**config.mk**
```make
export PLATFORM = sky130hd
export DESIGN_NAME = swtrace_csr_gen
export DESIGN_NICKNAME = d
export VERILOG_FILES = /design/src/rtl/swtrace_csr_gen.sv
export SDC_FILE = /design/constraint.sdc
export NUM_CORES = 1
export LEC_CHECK = 0
export ABC_AREA = 1
export ABC_CLOCK_PERIOD_IN_PS = 1950
export BUFFER_PORTS_ARGS = -buffer_cell sky130_fd_sc_hd__clkbuf_2
export CAP_MARGIN = 25
export CORE_ASPECT_RATIO = 1.2
export CORE_UTILIZATION = 52
export CTS_CLUSTER_DIAMETER = 100
export DETAILED_ROUTE_END_ITERATION = 6
export HOLD_SLACK_MARGIN = 0.12
export PLACE_DENSITY = 0.8
export SLEW_MARGIN = 20
export SYNTH_ARGS = -nofsm -noshare
export SYNTH_HDL_FRONTEND = slang
export SYNTH_SLANG_ARGS = --single-unit
```
**constraint.sdc**
```tcl
create_clock -name clk -period 1.95 [get_ports clk]
set_input_delay 0.39 -clock clk [delete_from_list [all_inputs] [get_ports clk]]
set_output_delay 0.39 -clock clk [all_outputs]
set_load 0.05 [all_outputs]
```
**src/rtl/swtrace_csr_gen.sv**
```systemverilog
module swtrace_csr_gen #(
  parameter int unsigned XLEN       = 32,
  parameter int unsigned REG_IDX_W  = 5,
  parameter int unsigned A0_IDX     = 10,
  parameter int unsigned TP_IDX     = 4,
  parameter int unsigned CSR_ADDR_W = 12,
  parameter logic [11:0] TRACE_CSR  = 12'h8C0,
  parameter bit          TRACK_TP   = 1'b1,
  parameter logic [15:0] THREAD_ID  = 16'hFFFF
) (
  input  logic                  clk,
  input  logic                  rst_n,
  input  logic                  csr_we,
  input  logic [CSR_ADDR_W-1:0] csr_addr,
  input  logic [XLEN-1:0]       csr_wdata,
  input  logic                  wb_valid,
  input  logic [REG_IDX_W-1:0]  wb_idx,
  input  logic [XLEN-1:0]       wb_data,
  output logic [15:0]           trc_id,
  output logic [XLEN-1:0]       trc_value,
  output logic                  trc_en
);

  localparam int unsigned ID_W = 16;

  logic [XLEN-1:0] val_q, pend_val_q, out_val_q;
  logic [ID_W-1:0] out_id_q;
  logic            out_en_q, pend_q;
  logic            fire, a0_hit, tp_hit;

  assign fire   = csr_we && (csr_addr == CSR_ADDR_W'(TRACE_CSR)) && (csr_wdata[ID_W-1:0] != '0);
  assign a0_hit = wb_valid && (wb_idx == REG_IDX_W'(A0_IDX));

  generate
    if (TRACK_TP) begin : g_tp
      assign tp_hit = wb_valid && (wb_idx == REG_IDX_W'(TP_IDX));
    end else begin : g_no_tp
      assign tp_hit = 1'b0;
    end
  endgenerate

  always_ff @(posedge clk) begin
    if (!rst_n) begin
      val_q      <= '0;
      pend_q     <= 1'b0;
      pend_val_q <= '0;
      out_en_q   <= 1'b0;
      out_id_q   <= '0;
      out_val_q  <= '0;
    end else begin
      if (a0_hit) val_q <= wb_data;
      out_en_q  <= 1'b0;
      out_id_q  <= '0;
      out_val_q <= '0;
      if (fire) begin
        out_en_q  <= 1'b1;
        out_id_q  <= csr_wdata[ID_W-1:0];
        out_val_q <= a0_hit ? wb_data : val_q;
        if (tp_hit) begin
          pend_q     <= 1'b1;
          pend_val_q <= wb_data;
        end
      end else if (pend_q) begin
        out_en_q  <= 1'b1;
        out_id_q  <= THREAD_ID;
        out_val_q <= pend_val_q;
        pend_q    <= tp_hit;
        if (tp_hit) pend_val_q <= wb_data;
      end else if (tp_hit) begin
        out_en_q  <= 1'b1;
        out_id_q  <= THREAD_ID;
        out_val_q <= wb_data;
      end
    end
  end

  assign trc_en    = out_en_q;
  assign trc_id    = out_id_q;
  assign trc_value = out_val_q;

  assert_trace_emit_R2: assert property (@(posedge clk) disable iff (!rst_n)
    fire |=> trc_en && trc_id == $past(csr_wdata[ID_W-1:0]));

  assert_silent_write_R4: assert property (@(posedge clk) disable iff (!rst_n)
    (csr_we && csr_wdata[ID_W-1:0] == '0 && !pend_q && !tp_hit) |=> !trc_en);

  assert_fresh_value_R5: assert property (@(posedge clk) disable iff (!rst_n)
    (fire && a0_hit) |=> trc_value == $past(wb_data));

  assert_thread_event_R7: assert property (@(posedge clk) disable iff (!rst_n)
    (tp_hit && !fire && !pend_q) |=> trc_en && trc_id == THREAD_ID && trc_value == $past(wb_data));

  assert_thread_after_trace_R8: assert property (@(posedge clk) disable iff (!rst_n)
    ($past(fire, 2) && $past(tp_hit, 2) && !$past(fire)) |->
      trc_en && trc_id == THREAD_ID && trc_value == $past(wb_data, 2));

  assert_idle_zero_R11: assert property (@(posedge clk) disable iff (!rst_n)
    !trc_en |-> (trc_id == '0 && trc_value == '0));

  assert_no_thread_R12: assert property (@(posedge clk) disable iff (!rst_n)
    (!TRACK_TP && !fire) |=> !trc_en);

endmodule

```
# Word level (Yosys, flattened, before mapping)
# Cells that the tools add are included.
# W data, S select, Z words.
[classes]
n_reduce_logical = 6
n_eq_ne = 4
muxes = 16
[ops]
columns = ["operator", "n"]
rows = [
  ["$mux W32", 7],
  ["$mux W16", 3],
  ["$reduce_bool A16 Y1", 1],
  ["$eq A12 B12 Y1 const B", 1],
  ["$mux W1", 6],
  ["$eq A5 B3 Y1 const B", 1],
  ["$eq A5 B4 Y1 const B", 1],
  ["$logic_and A1 B1 Y1", 4],
  ["$ne A2 B1 Y1 const B", 1],
  ["$reduce_bool A2 Y1", 1],
]
[word_totals]
output_inout_bits = 49
register_bits = 114
wordCells = 32

# Longest topological paths before layout
[depth]
word_depth = 5
depth_mapped = 12
mapped_depth_nobuf = 10

# Worst setup path after synthesis
# Ideal clock, no wire load.
[synth_path]
kind = "input to register"
from = "in csr_wdata[10]"
to = "reg pend_val_q[10]"
setup_time_ns = 0.115
arrival_time_ns = 1.378
setup_slack_ns = 0.457
path_buffers = 2
path_stages = 10
cell_sequence = "nor2_1 -> nand2_1 -> nor2_1 -> nand2_1 -> nand2_2 -> nand2_2 -> buf_4 -> buf_2 -> a21oi_1 -> nor2_1"
[synth_via]
elab_chain_cells = 3
elab_cells_between_ends = 4
classes_between = "mux (1); reduce/logical (3)"
[synth_rtl]
columns = ["item", "line_no", "rtl"]
rows = [
  ["start, declared", "15", "input logic [XLEN-1:0] csr_wdata,"],
  ["$reduce_bool A16 Y1 *", "31", "assign fire = csr_we && (csr_addr == CSR_ADDR_W'(TRACE_CSR)) && (csr_wdata[ID_W-1:0] != '0);"],
  ["$logic_and A1 B1 Y1 *", "31", ""],
  ["$mux W32 or $reduce_bool A2 Y1 (tied branches)", "--", ""],
  ["end signal, assigned", "61", "pend_val_q <= wb_data;"],
  ["end signal, assigned", "68", "if (tp_hit) pend_val_q <= wb_data;"],
  ["end, declared", "26", "logic [XLEN-1:0] val_q, pend_val_q, out_val_q;"],
]
# Every way passes the cells marked *; elsewhere a longest branch is shown, timed or not.
# A chain may end at the register's enable or synchronous reset.

# Worst setup path in the final report
[layout_path]
from = "in csr_wdata[8]"
to = "reg pend_val_q[5]"
# Same word-level chain as after synthesis.

==> flow_results.xml <==
<?xml version="1.0" encoding="UTF-8"?>
<metrics>
  <group name="power">
    <metric name="post-layout-total-power" unit="mW">5.77</metric>
    <metric name="cell_leakage_power" unit="nW">3.07</metric>
    <metric name="largest_vdd_supply_drop" unit="mV">0.550</metric>
    <metric name="power_density" unit="mW/mm²">930</metric>
  </group>
  <group name="critical_path">
    <metric name="critPathSlowestCell" unit="">sky130_fd_sc_hd__dlygate4sd3_1</metric>
    <metric name="crit_type" unit="">input pin to register</metric>
    <metric name="r2r-end" unit="">pend_val_q[1]</metric>
    <metric name="rr_worst_depth" unit="">6</metric>
    <metric name="setup.worst_path.start_class" unit="">input pin</metric>
    <metric name="crit_required" unit="ns">2.35</metric>
    <metric name="critical_path.max_fanout" unit="">12</metric>
    <metric name="cp.arrival" unit="ns">2.24</metric>
    <metric name="cpPeakStageDelay" unit="ns">0.55</metric>
    <metric name="timing.rr.start" unit="">pend_q</metric>
    <metric name="crit_top_cell" unit="">sky130_fd_sc_hd__nor2_1</metric>
    <metric name="cp_cell_sequence" unit="">dlygate4sd3_1 -&gt; clkbuf_2 -&gt; nor2_1 -&gt; nand2_1 -&gt; nor2_1 -&gt; nand2_1 -&gt; nand2_2 -&gt; nand2_4 -&gt; buf_4 -&gt; a21oi_1 -&gt; nor2_1</metric>
    <metric name="setup.reg_to_reg.worst_slack" unit="ns">0.76</metric>
    <metric name="end_kind" unit="">register</metric>
  </group>
  <group name="place">
    <metric name="detailed_place.area" unit="mm²">0.00550</metric>
    <metric name="io_buffers" unit="">117</metric>
    <metric name="post_dp_hpwl" unit="µm">6980</metric>
    <metric name="place_congestion" unit="">0.769</metric>
    <metric name="dp.cells" unit="">890</metric>
  </group>
  <group name="timing">
    <metric name="post-route-min-period" unit="ns">1.83</metric>
    <metric name="timing.setup.tns" unit="ns">0</metric>
    <metric name="finalMaxSlewViolations" unit="">0</metric>
    <metric name="rsz0062_at_grt" unit="">no</metric>
    <metric name="report.final.setup_viol" unit="">0</metric>
    <metric name="slew_headroom" unit="">0.733</metric>
    <metric name="final.setup_skew" unit="ns">0.00577</metric>
    <metric name="final_worst_path_period_share" unit="">0.941</metric>
    <metric name="tightest_slew" unit="ns">0.400</metric>
    <metric name="timing.fmax" unit="GHz">0.545</metric>
    <metric name="report.final.hold_viol_count" unit="">0</metric>
  </group>
  <group name="synth">
    <metric name="synth_warnings" unit="">0</metric>
    <metric name="post_synth_num_cell_types" unit="">21</metric>
    <metric name="synth_cells" unit="">688</metric>
    <metric name="synthesis.area_per_instance" unit="µm²">6.99</metric>
    <metric name="synth.yosys.seq_area_share" unit="">0.475</metric>
    <metric name="synth-seq-cells" unit="">114</metric>
    <metric name="mappedNetlistNets" unit="">773</metric>
    <metric name="netlist_area" unit="mm²">0.00481</metric>
  </group>
  <group name="worst_hold_path">
    <metric name="worst_hold_path_type" unit="">input pin to register</metric>
    <metric name="hold_path.startpoint" unit="">csr_wdata[11]</metric>
    <metric name="worst_hold_path.endpoint" unit="">trc_id[11]</metric>
    <metric name="min_delay_path_depth" unit="">3</metric>
  </group>
  <group name="layout">
    <metric name="layout.cells.non_filler" unit="">930</metric>
    <metric name="final_layout_size_suffix_gt1_frac" unit="">0.209</metric>
    <metric name="insertedDiodeCount" unit="">0</metric>
    <metric name="fin_area" unit="mm²">0.00620</metric>
    <metric name="most_used_cells_in_the_layout_excluding_fill_and_tap_cells" unit="">sky130_fd_sc_hd__nor2_1 (143), sky130_fd_sc_hd__nand2_1 (138), sky130_fd_sc_hd__clkbuf_2 (117)</metric>
    <metric name="fin_util" unit="">0.690</metric>
    <metric name="layout-area-overhead-vs-synth" unit="%">29.0</metric>
    <metric name="layout_commonest_cell" unit="">sky130_fd_sc_hd__nor2_1</metric>
    <metric name="design.final.nets" unit="">882</metric>
  </group>
  <group name="routing">
    <metric name="vias_per_cell" unit="">5.18</metric>
    <metric name="antenna_violating_nets_post_route" unit="">0</metric>
    <metric name="routed_wire_per_std_cell" unit="µm">12.6</metric>
    <metric name="detailedRoute.firstIterationViolations" unit="">259</metric>
    <metric name="detailedRoute.firstPassIterationCount" unit="">6</metric>
    <metric name="vias" unit="">4814</metric>
    <metric name="remaining_drc_errors" unit="">0</metric>
    <metric name="wl" unit="µm">11700</metric>
  </group>
  <group name="cts">
    <metric name="tritoncts.num_buffers" unit="">17</metric>
    <metric name="clock_transition_at_the_register_clock_pins_on_the_worst_setup_and_hold_paths_after_cts" unit="ns">0.06</metric>
    <metric name="root_buffer_selected_by_cts" unit="">sky130_fd_sc_hd__clkbuf_8</metric>
    <metric name="post-cts-setup-buffers" unit="">0</metric>
    <metric name="cts_tree" unit="">done</metric>
    <metric name="clock_tree.htree_level_count" unit="">4</metric>
    <metric name="clock-sinks" unit="">114</metric>
    <metric name="cts_max_path_buffers" unit="">2</metric>
    <metric name="worstSkewPairLatency" unit="ns">0.51</metric>
  </group>
  <group name="run_status">
    <metric name="status" unit="">completed</metric>
  </group>
  <group name="floorplan">
    <metric name="die-area" unit="mm²">0.00963</metric>
    <metric name="initial_core_util" unit="">0.535</metric>
    <metric name="num_rows" unit="">38</metric>
    <metric name="placeableCoreArea" unit="mm²">0.00899</metric>
    <metric name="chipHeight" unit="µm">107</metric>
    <metric name="io-pin-count" unit="">134</metric>
    <metric name="die_w" unit="µm">89.8</metric>
  </group>
  <group name="global_route">
    <metric name="antenna_violations_before_repair" unit="">0</metric>
    <metric name="grt_pass1_wl" unit="µm">19200</metric>
    <metric name="pin_count_of_the_biggest_net_entering_global_routing" unit="">65</metric>
    <metric name="first_global_vias" unit="">4685</metric>
    <metric name="grt_use_total" unit="">0.250</metric>
    <metric name="grt_overflow_total" unit="">0</metric>
  </group>
  <group name="run">
    <metric name="max_cap_violations" unit="">0</metric>
  </group>
</metrics>
[synth_stat cells (all sizes together)]
cell	n	area, µm²
a21boi	1	7.51
a21oi	32	160
and2	32	200
buf	24	133
clkbuf	26	97.6
dfxtp	114	2280
inv	39	146
nand2	140	531
nand3	99	495
nand4	1	12.5
nor2	144	543
nor3	1	16.3
nor3b	1	7.51
o21ai	33	169
or2	1	6.26
[state kept, by name, indices dropped and copies added, names as in the netlist]
name,count
trc_en,1
pend_val_q,32
trc_id,16
pend_q,1
trc_value,32
val_q,32
[per-stage QoR]
stage                     setup slack (ns)  hold WS, ns
after floorplan                      0.457        0.452
after global placement               0.168        0.462
after detailed placement             0.145        0.469
after CTS                           0.0884        0.120
after global routing                0.0154        0.131
final                                0.115        0.139
[critical path, delay by kind of cell]
family	cells	cell delay (ns)
compound gates	1	0.17
buf+inv	3	0.89
simple gates	7	0.77
[layer usage]
layer  vias to the layer above  GRT usage  routed length [µm]
li1                       2388          -                   -
met5                         -          0                   0
met3                        37     0.0643                 620
met1                      2210      0.252                4720
met2                       179      0.453                5930
met4                         0      0.172                 418
[power by group]
group / leakage, nW / internal, mW / total [mW] / switching [mW]
Combinational: 1.84 / 0.0971 / 0.237 / 0.139
Sequential: 0.918 / 2.34 / 2.34 / 0.00250
Clock: 0.307 / 2.16 / 3.19 / 1.03
[worst max-delay path by stage]
stage | startpoint | endpoint | slack (ns) | depth (start not counted)
floorplan | csr_wdata[10] | pend_val_q[10] | 0.46 | 10
global placement | csr_wdata[10] | trc_id[6] | 0.17 | 10
detailed placement | csr_wdata[10] | trc_id[4] | 0.14 | 10
CTS | csr_wdata[10] | pend_val_q[5] | 0.09 | 11
global route | csr_wdata[8] | pend_val_q[5] | 0.02 | 11
finish | csr_wdata[8] | pend_val_q[5] | 0.12 | 11
[cell families after synthesis]
logic type / count (synthesis) / share of synthesized area
simple gates: 419 / 0.377
flops: 114 / 0.475
buf+inv: 89 / 0.0783
compound gates: 66 / 0.0700
[what timing repair did]
| action | CTS | global route |
|---|---|---|
| gates resized for setup | 0 | 1 |
| setup endpoints to repair | 0 | 43 |
| hold buffers | 8 | 0 |
| hold endpoints to repair | 8 | 0 |
[area by class of cell]
class | count | area, µm²
Fill cell | 710 | 2780
Sequential cell | 114 | 2280
Multi-Input combinational cell | 485 | 2150
Timing Repair Buffer | 140 | 853
Clock buffer | 21 | 459
Clock inverter | 11 | 158
Tap cell | 120 | 150
Inverter | 39 | 146
Note: power is estimated with default switching activity, not from simulation.
